==> src/rtl/wfr_pkg.sv <==
package wfr_pkg;
   typedef enum logic [1:0] {
      MODE_BOTH = 2'b00,
      MODE_S1   = 2'b01,
      MODE_S2   = 2'b10,
      MODE_BARE = 2'b11
   } xlate_mode_e;

   typedef enum logic [1:0] {
      FLT_NONE = 2'b00,
      FLT_PF   = 2'b01,
      FLT_GPF  = 2'b10,
      FLT_AF   = 2'b11
   } fault_e;

   function automatic logic stage_active(input xlate_mode_e m, input logic is_s2);
      if (is_s2) return (m == MODE_BOTH) || (m == MODE_S2);
      else       return (m != MODE_S2);
   endfunction
endpackage

==> src/rtl/wfr_step_classify.sv <==
module wfr_step_classify
   import wfr_pkg::*;
(
   input  logic        clk,
   input  logic        rst_n,
   input  logic        valid,
   input  xlate_mode_e mode,
   input  logic        is_s2,
   input  logic        is_last,
   input  logic        chk_fail,
   input  logic        v,
   input  logic        r,
   input  logic        w,
   input  logic        x,
   input  logic        sel_hi_nz,
   output fault_e      prim,
   output logic        ppn_af
);
   logic active;
   logic bad_pte;

   assign active  = valid && stage_active(mode, is_s2);
   assign bad_pte = !v || (w && !r) || (is_last && !r && !w && !x);

   always_comb begin
      prim   = FLT_NONE;
      ppn_af = 1'b0;
      if (active) begin
         if (chk_fail) begin
            prim = FLT_AF;
         end else begin
            if (bad_pte) prim = is_s2 ? FLT_GPF : FLT_PF;
            ppn_af = sel_hi_nz;
         end
      end
   end


   no_gpf_s1_chk: assert property (@(posedge clk) disable iff (!rst_n)
      (mode == MODE_S1 || mode == MODE_BARE) |-> prim != FLT_GPF);

   no_pf_s2_chk: assert property (@(posedge clk) disable iff (!rst_n)
      (mode == MODE_S2) |-> prim != FLT_PF);

   chk_af_chk: assert property (@(posedge clk) disable iff (!rst_n)
      (valid && chk_fail && stage_active(mode, is_s2)) |-> (prim == FLT_AF && !ppn_af));
endmodule

==> src/rtl/wfr_refill_gate.sv <==
module wfr_refill_gate
   import wfr_pkg::*;
#(
   parameter int GROUP = 8,
   parameter int SEL_W = 3
) (
   input  logic             clk,
   input  logic             rst_n,
   input  logic             valid,
   input  logic             chk_fail,
   input  xlate_mode_e      mode,
   input  logic [GROUP-1:0] hi_nz,
   input  logic [SEL_W-1:0] sel,
   output logic             sel_hi_nz,
   output logic             refill_ok
);
   logic [GROUP-1:0] blocker;
   logic             own_only;

   assign own_only = (mode == MODE_S2);

   for (genvar gi = 0; gi < GROUP; gi++) begin : g_entry
      assign blocker[gi] = hi_nz[gi] && (!own_only || (sel == SEL_W'(gi)));
   end

   assign sel_hi_nz = hi_nz[sel];
   assign refill_ok = valid && !chk_fail && (blocker == '0);


   group_block_chk: assert property (@(posedge clk) disable iff (!rst_n)
      (!own_only && (hi_nz != '0)) |-> !refill_ok);
endmodule

==> src/rtl/wfr_fault_track.sv <==
module wfr_fault_track
   import wfr_pkg::*;
(
   input  logic   clk,
   input  logic   rst_n,
   input  logic   start,
   input  logic   flush,
   input  logic   step_valid,
   input  fault_e step_prim,
   input  logic   step_ppn,
   input  logic   walk_end,
   output logic   done,
   output fault_e code,
   output logic   halt
);
   fault_e prim_q, prim_d, base_prim, end_code;
   logic   ppn_q, ppn_d, base_ppn, clr;

   assign clr = start || flush;

   always_comb begin
      base_prim = clr ? FLT_NONE : prim_q;
      base_ppn  = clr ? 1'b0 : ppn_q;
      prim_d    = base_prim;
      ppn_d     = base_ppn;
      if (step_valid && !flush) begin
         if (base_prim == FLT_NONE) prim_d = step_prim;
         ppn_d = base_ppn || step_ppn;
      end
      if (prim_d != FLT_NONE) end_code = prim_d;
      else if (ppn_d)         end_code = FLT_AF;
      else                    end_code = FLT_NONE;
   end

   always_ff @(posedge clk or negedge rst_n) begin
      if (!rst_n) begin
         prim_q <= FLT_NONE;
         ppn_q  <= 1'b0;
         done   <= 1'b0;
         code   <= FLT_NONE;
      end else begin
         prim_q <= prim_d;
         ppn_q  <= ppn_d;
         done   <= walk_end && !flush;
         code   <= (walk_end && !flush) ? end_code : FLT_NONE;
      end
   end

   assign halt = (prim_q != FLT_NONE);


   sticky_fault_chk: assert property (@(posedge clk) disable iff (!rst_n)
      (prim_q != FLT_NONE && !start && !flush) |=> prim_q == $past(prim_q));

   done_cause_chk: assert property (@(posedge clk) disable iff (!rst_n)
      $rose(done) |-> $past(walk_end));

   flush_quiet_chk: assert property (@(posedge clk) disable iff (!rst_n)
      flush |=> !done && !halt);
endmodule

==> src/rtl/walk_fault_resolver.sv <==
module walk_fault_resolver
   import wfr_pkg::*;
#(
   parameter int GROUP = 8,
   parameter int SEL_W = (GROUP > 1) ? $clog2(GROUP) : 1
) (
   input  logic             clk,
   input  logic             rst_n,
   input  logic             start_i,
   input  logic             flush_i,
   input  logic [1:0]       mode_i,
   input  logic             step_valid_i,
   input  logic             step_stage2_i,
   input  logic             step_last_i,
   input  logic             chk_fail_i,
   input  logic             pte_v_i,
   input  logic             pte_r_i,
   input  logic             pte_w_i,
   input  logic             pte_x_i,
   input  logic [GROUP-1:0] grp_hi_nz_i,
   input  logic [SEL_W-1:0] grp_sel_i,
   input  logic             walk_end_i,
   output logic             done_o,
   output logic             fault_valid_o,
   output logic [1:0]       fault_code_o,
   output logic             halt_o,
   output logic             refill_ok_o
);
   localparam int SEL_MIN = (GROUP > 1) ? $clog2(GROUP) : 1;

   initial begin
      group_size_chk: assert (GROUP >= 2 && (GROUP & (GROUP - 1)) == 0)
         else $error("GROUP must be a power of two, at least 2");
      sel_width_chk: assert (SEL_W >= SEL_MIN)
         else $error("SEL_W too narrow for GROUP");
   end

   xlate_mode_e mode;
   fault_e      step_prim, res_code;
   logic        step_ppn, sel_hi;

   assign mode = xlate_mode_e'(mode_i);

   wfr_refill_gate #(.GROUP(GROUP), .SEL_W(SEL_W)) i_gate (
      .clk(clk), .rst_n(rst_n), .valid(step_valid_i), .chk_fail(chk_fail_i),
      .mode(mode), .hi_nz(grp_hi_nz_i), .sel(grp_sel_i),
      .sel_hi_nz(sel_hi), .refill_ok(refill_ok_o));

   wfr_step_classify i_cls (
      .clk(clk), .rst_n(rst_n), .valid(step_valid_i), .mode(mode),
      .is_s2(step_stage2_i), .is_last(step_last_i), .chk_fail(chk_fail_i),
      .v(pte_v_i), .r(pte_r_i), .w(pte_w_i), .x(pte_x_i),
      .sel_hi_nz(sel_hi), .prim(step_prim), .ppn_af(step_ppn));

   wfr_fault_track i_trk (
      .clk(clk), .rst_n(rst_n), .start(start_i), .flush(flush_i),
      .step_valid(step_valid_i), .step_prim(step_prim), .step_ppn(step_ppn),
      .walk_end(walk_end_i), .done(done_o), .code(res_code), .halt(halt_o));

   assign fault_code_o  = res_code;
   assign fault_valid_o = done_o && (res_code != FLT_NONE);
endmodule

==> config.mk <==
export PLATFORM = sky130hd
export DESIGN_NAME = walk_fault_resolver
export DESIGN_NICKNAME = d
export VERILOG_FILES = /design/src/rtl/wfr_pkg.sv /design/src/rtl/wfr_step_classify.sv /design/src/rtl/wfr_refill_gate.sv /design/src/rtl/wfr_fault_track.sv /design/src/rtl/walk_fault_resolver.sv
export SDC_FILE = /design/constraint.sdc
export NUM_CORES = 1
export LEC_CHECK = 0
export BUFFER_PORTS_ARGS = -buffer_cell sky130_fd_sc_hd__buf_4
export CAP_MARGIN = 0
export CORE_MARGIN = 4
export CORE_UTILIZATION = 36
export DETAILED_ROUTE_END_ITERATION = 10
export PLACE_DENSITY = 0.79
export SYNTH_ARGS = -nofsm -noshare
export SYNTH_HDL_FRONTEND = slang
export SYNTH_HIERARCHICAL = 1
export SYNTH_SLANG_ARGS = --single-unit
export TNS_END_PERCENT = 100
==> constraint.sdc <==
create_clock -name clk -period 1.3 [get_ports clk]
set_clock_uncertainty 0.1 [all_clocks]
set_input_delay 0.13 -clock clk [delete_from_list [all_inputs] [get_ports clk]]
set_output_delay 0.13 -clock clk [all_outputs]
set_load 0.05 [all_outputs]
After elaboration in Yosys (flattened, before gate mapping)
Cells that the tools add are included.
{"block": "word_totals", "out_inout_bits": 6, "regBits": 6}
{"block": "op_classes", "n_lt_le_gt_ge": 1, "reduce_logical": 45, "eq_ne": 9, "mux": 17}
{"cell": "2-to-1 mux 2 bit", "n": 10}
{"cell": "logical AND 1 bit", "n": 18}
{"cell": "logical OR 1 bit", "n": 13}
{"cell": "equality test 3 bit (second input constant)", "n": 4}
{"cell": "logical NOT 8 bit", "n": 1}
{"cell": "logical NOT 1 bit", "n": 7}
{"cell": "equality test 3 x 2 -> 1 bit (second input constant)", "n": 2}
{"cell": "2-to-1 mux 1 bit", "n": 6}
{"cell": "nonzero test 2 bit", "n": 3}
{"cell": "logical NOT 2 bit", "n": 2}
{"cell": "< comparator 3 x 4 -> 1 bit (second input constant)", "n": 1}
{"cell": "binary-select mux 1 bit (select 3 bit)", "n": 1}
{"cell": "equality test 3 x 1 -> 1 bit (second input constant)", "n": 1}
{"cell": "logical NOT 3 bit", "n": 1}
{"cell": "equality test 2 bit (second input constant)", "n": 1}
{"cell": "!= test 2 bit (second input constant)", "n": 1}

Logic depth before layout (Yosys ltp)
{"block": "depth", "depth_word": 13, "ltp_mapped": 6, "depth_no_buf": 6}

Hierarchy
The synthesis kept the hierarchy.
{"mod": "wfr_fault_track", "area_each_um2": 294.0, "n_inst": 1, "cells_per_inst": 29}
{"mod": "wfr_refill_gate", "area_each_um2": 106.4, "n_inst": 1, "cells_per_inst": 8}
{"mod": "wfr_step_classify", "area_each_um2": 82.6, "n_inst": 1, "cells_per_inst": 15}
{"mod": "walk_fault_resolver", "area_each_um2": 7.5, "n_inst": 1, "cells_per_inst": 1}

Worst setup path after synthesis
OpenSTA, ideal clock, no wires.
{"block": "synth_timing", "path_type": "in2out", "from": "in grp_sel_i[2]", "to": "out refill_ok_o", "setup_slack_ns": -0.822, "required_time_ns": 1.070, "arrival_time_ns": 1.892, "path_stages": 3, "n_path_buf": 0, "cell_sequence": "mux4_1 mux2_4 nor4b_2"}
{"block": "synth_via", "elab_chain_len": 5}
{"element": "start: declaration", "line_no": "walk_fault_resolver.sv:21", "rtl": "input logic [SEL_W-1:0] grp_sel_i,"}
{"element": "equality test 3 x 1 -> 1 bit (tied with other cells)", "line_no": "wfr_refill_gate.sv:23", "rtl": "assign blocker[gi] = hi_nz[gi] && (!own_only || (sel == SEL_W'(gi)));"}
{"element": "logical OR 1 bit", "line_no": "wfr_refill_gate.sv:23"}
{"element": "logical AND 1 bit", "line_no": "wfr_refill_gate.sv:23"}
{"element": "logical NOT 8 bit (*)", "line_no": "wfr_refill_gate.sv:27", "rtl": "assign refill_ok = valid && !chk_fail && (blocker == '0);"}
{"element": "logical AND 1 bit (*)", "line_no": "wfr_refill_gate.sv:27"}
{"element": "end: declaration", "line_no": "walk_fault_resolver.sv:27", "rtl": "output logic refill_ok_o"}
Every way passes the cells marked *; elsewhere a longest branch is shown, timed or not.

Worst setup path after layout
Same ends and word-level chain as after synthesis.

==> flow_results.org <==
** Final layout
- The sequential cells in the finished layout cover a total of 150 sq um.
- Relative area change from synthesis to final layout :: 75.0%
- Post-route standard cell area excluding fillers :: 858 sq um
- Counting the fill cells in the layout gives 103.
- Proportion of layout cells with a drive suffix above 1 :: 54.3%
- At the end of the flow, the number of nets in the layout was 122.
- Antenna cells :: 0
- Area of the multi-input gates :: 335 sq um
- Utilization after layout :: 66.8%

** Synthesis
- Instance count of the mapped netlist :: 53
- Post-synthesis async set-or-reset flop share :: 100%
- Number of enable-type register cells in the synthesized netlist :: 0
- Total of warnings raised by yosys :: 6
- Syn Std Cell Area :: 490 sq um
- The synthesized netlist contains 24 unique library cells.
- Sequential element share of the synthesized area :: 30.6%
- Among all flip-flop cells after synthesis, the most frequent one is sky130_fd_sc_hd__dfrtp_1.
- Synthesized flop and latch total :: 6
- Nets in the synthesized netlist :: 79
- Mean Syn Cell Area :: 9.25 sq um

** Global route
- Total congestion overflow :: 0
- All-Layer GR Usage :: 14.3%
- Entering global routing, the biggest net connects 8 pins.
- The number of antenna violations at the first check in global routing was 0.
- Via count of the first global-routing pass :: 584
- The first global-routing pass estimated 2130 microns of wire.

** STA
- For the pin with the worst max-slew slack, the measured transition is 0.260 ns.
- The number of endpoints with negative hold slack in the final report was 0.
- # setup viols final :: 4
- Setup repair after global routing missed its margin :: true
- The worst path in the final design needs a cycle of 1.67 ns, including I/O delays and setup.
- Max Fclk :: 600 MHz
- In this run the tightest slew margin relative to its limit is 82.7%.
- Once routing completed, OpenROAD measured the worst setup slack at -0.366 ns.
- Of the available clock period, the critical path in the final layout requires 128%.
- The max-slew violation count is 0.

** Drt
- First-iteration detailed-routing DRC count :: 6
- Via/cell ratio :: 5.25
- Detail Route Antenna Nets :: 0
- DR DRC count :: 0
- Number of optimization iterations in the first detailed-route pass :: 4
- After detailed routing, the total wire length is 1380 microns.
- The detailed router placed 572 vias in this run.
- Average detailed-routed wire length per instance :: 12.7 microns

** CTS
- Clock tree from TritonCTS :: done
- Clock tree synthesis found a total of 6 sinks.
- Counting along the longest clock path gives a buffer depth of 2.
- In this run the number of H-tree levels came out at 1.
- At the later pin of the worst-skew pair, clock insertion delay measures 0.24 ns.
- Counting the buffers created by CTS gives 3.
- Clock-pin slew was measured on the worst setup and hold paths at 0.04 ns.
- Clk Tree Root Cell :: sky130_fd_sc_hd__clkbuf_4

** Die
- Die width :: 44.9 microns
- Die height :: 44.9 microns
- Area of the core region :: 1280 sq um
- The die covers 2020 sq um.
- Boundary Pins :: 32
- Once the floorplan was initialized, standard cells occupied 38.2% of the core.
- Rows :: 13

** Critical path
- Cell at the slowest stage of the critical path :: sky130_fd_sc_hd__mux4_2
- The worst setup path is launched from a primary input.
- Walking the worst path, the cells encountered are buf_8, mux4_2, mux2_4, nor4b_4, buf_6.
- The worst setup path is captured at an output port.
- Largest stage delay, worst path :: 0.48 ns
- The worst setup path is of the in2out kind.
- Data on the critical path is required at its endpoint by 1.07 ns.
- CP Data Arrival Time :: 1.44 ns
- Along the worst path, the maximum fanout reaches 2.

** Place
- Placement Setup Slack :: -0.522 ns
- Input/output buffers :: 31
- After detailed placement, the total cell area comes to 772 sq um.
- HPWL Detailed :: 1180 microns
- GPL Wtd Cong :: 0.822

** Outcome
- Violated checks :: negative setup slack
- The run finished, with violations left.

** Run
- Max-cap viol count :: 0

** Pwr
- Total power density per cell area :: 681 nW/um^2
- For this design the static power due to leakage is 0.416 nW.
- Worst voltage drop across the vdd grid :: 0.229 mV

** Hold path
- The worst hold path belongs to the class in2reg.
[registers in the layout (all words and copies together), names as in the netlist]
signal	flops
i_trk/code	2
i_trk/done	1
i_trk/ppn_q	1
i_trk/prim_q	2
[critical path: cells and delay by family]
kind          cells  cell delay [ns]
mux               2             0.78
simple gates      1             0.26
buf+inv           2             0.27
[area by class of cell]
cell class	count	area share, %
clock buffers	3	2.62
flip-flops and latches	6	17.5
multi-input cells	43	39.1
well taps	15	2.19
inverters	4	1.75
repair buffers	38	36.9
[cells in the final DEF, fill, tap and decap left out, types with 2 or more instances in the layout]
cell type / netlist / layout
sky130_fd_sc_hd__dlygate4sd3_1: 0 / 2
sky130_fd_sc_hd__a31oi_1: 2 / 2
sky130_fd_sc_hd__nand2b_2: 2 / 2
sky130_fd_sc_hd__nor2b_1: 3 / 3
sky130_fd_sc_hd__clkbuf_4: 0 / 3
sky130_fd_sc_hd__buf_4: 0 / 30
sky130_fd_sc_hd__buf_6: 0 / 5
sky130_fd_sc_hd__mux4_2: 0 / 2
sky130_fd_sc_hd__inv_1: 4 / 4
sky130_fd_sc_hd__nor3b_1: 3 / 2
sky130_fd_sc_hd__a21oi_1: 6 / 6
sky130_fd_sc_hd__nor4_1: 2 / 2
sky130_fd_sc_hd__o21ai_0: 2 / 2
sky130_fd_sc_hd__dfrtp_1: 6 / 6
sky130_fd_sc_hd__nand3_1: 2 / 2
sky130_fd_sc_hd__o21bai_1: 2 / 2
sky130_fd_sc_hd__nor2_1: 5 / 4
sky130_fd_sc_hd__o211ai_1: 2 / 2
[routing by layer]
| metal | GRT usage (%) | wire length, microns | up-vias |
|---|---|---|---|
| li1 | - | - | 278 |
| met2 | 26.6 | 731 | 35 |
| met4 | 7.02 | 0 | 0 |
| met3 | 1.20 | 122 | 0 |
| met5 | 0 | 0 | - |
| met1 | 15.9 | 527 | 259 |
[cell usage after synthesis (2+ instances only)]
cell | instances | area share (%)
sky130_fd_sc_hd__nand2b_2 | 2 | 3.6
sky130_fd_sc_hd__dfrtp_1 | 6 | 31
sky130_fd_sc_hd__o211ai_1 | 2 | 3.1
sky130_fd_sc_hd__o21bai_1 | 2 | 3.1
sky130_fd_sc_hd__nor2b_1 | 3 | 3.8
sky130_fd_sc_hd__a31oi_1 | 2 | 2.6
sky130_fd_sc_hd__nor3b_1 | 3 | 4.6
sky130_fd_sc_hd__nor4_1 | 2 | 2.6
sky130_fd_sc_hd__mux4_1 | 2 | 11
sky130_fd_sc_hd__inv_1 | 4 | 3.1
sky130_fd_sc_hd__nand3_1 | 2 | 2.0
sky130_fd_sc_hd__nor2_1 | 5 | 3.8
sky130_fd_sc_hd__a21oi_1 | 6 | 6.1
sky130_fd_sc_hd__o21ai_0 | 2 | 2.0
[path summary, 6_finish.rpt]
check	from	end	slack (ns)	cells after the start
max	grp_sel_i[2]	refill_ok_o	-0.37	5
min	walk_end_i	i_trk/done	0.04	3
max reg2reg	i_trk/prim_q[1]	i_trk/code[0]	0.15	4
min reg2reg	i_trk/prim_q[1]	i_trk/prim_q[1]	0.58	3
max in group asynchronous	rst_n	i_trk/done	0.85	2
min in group asynchronous	rst_n	i_trk/prim_q[0]	0.14	2
[cell families (layout without fill, tap and decap cells)]
family | after synthesis | count (layout) | share of synthesized area, %
AOI/OAI and AO/OA | 15 | 15 | 18.4
buffers and inverters | 4 | 45 | 3.06
DFF | 6 | 6 | 30.6
muxes | 3 | 3 | 13.8
and+or+nand+nor | 25 | 25 | 34.2
[where the power goes]
| part | switching [mW] | leakage [nW] | internal [mW] |
|---|---|---|---|
| Sequential | 0.00355 | 0.0817 | 0.194 |
| Clock | 0.0678 | 0.0138 | 0.104 |
| Combinational | 0.0943 | 0.320 | 0.121 |
| Total | 0.166 | 0.416 | 0.419 |
[per-stage QoR]
stage | TNS, ns | power, mW | instances | hold slack (ns)
after detailed placement | -1.87 | 0.400 | 102 | -0.161
after floorplan | -1.32 | 0.293 | 53 | -0.266
after global routing | -1.11 | 0.614 | 109 | 0.0710
after global placement | -1.68 | 0.394 | 102 | -0.163
after CTS | -0.857 | 0.593 | 109 | 0.0272
final | -0.924 | 0.585 | 109 | 0.0355
[repair_timing]
item                                    4_1_cts  5_1_grt
endpoints found under the hold margin         9        0
endpoints found under the setup margin        5        4
pin swaps                                     3        3
resized for setup                             6        2
setup buffers                                 2        0
hold buffers                                  2        0
Power figures use the tool's default switching activity.
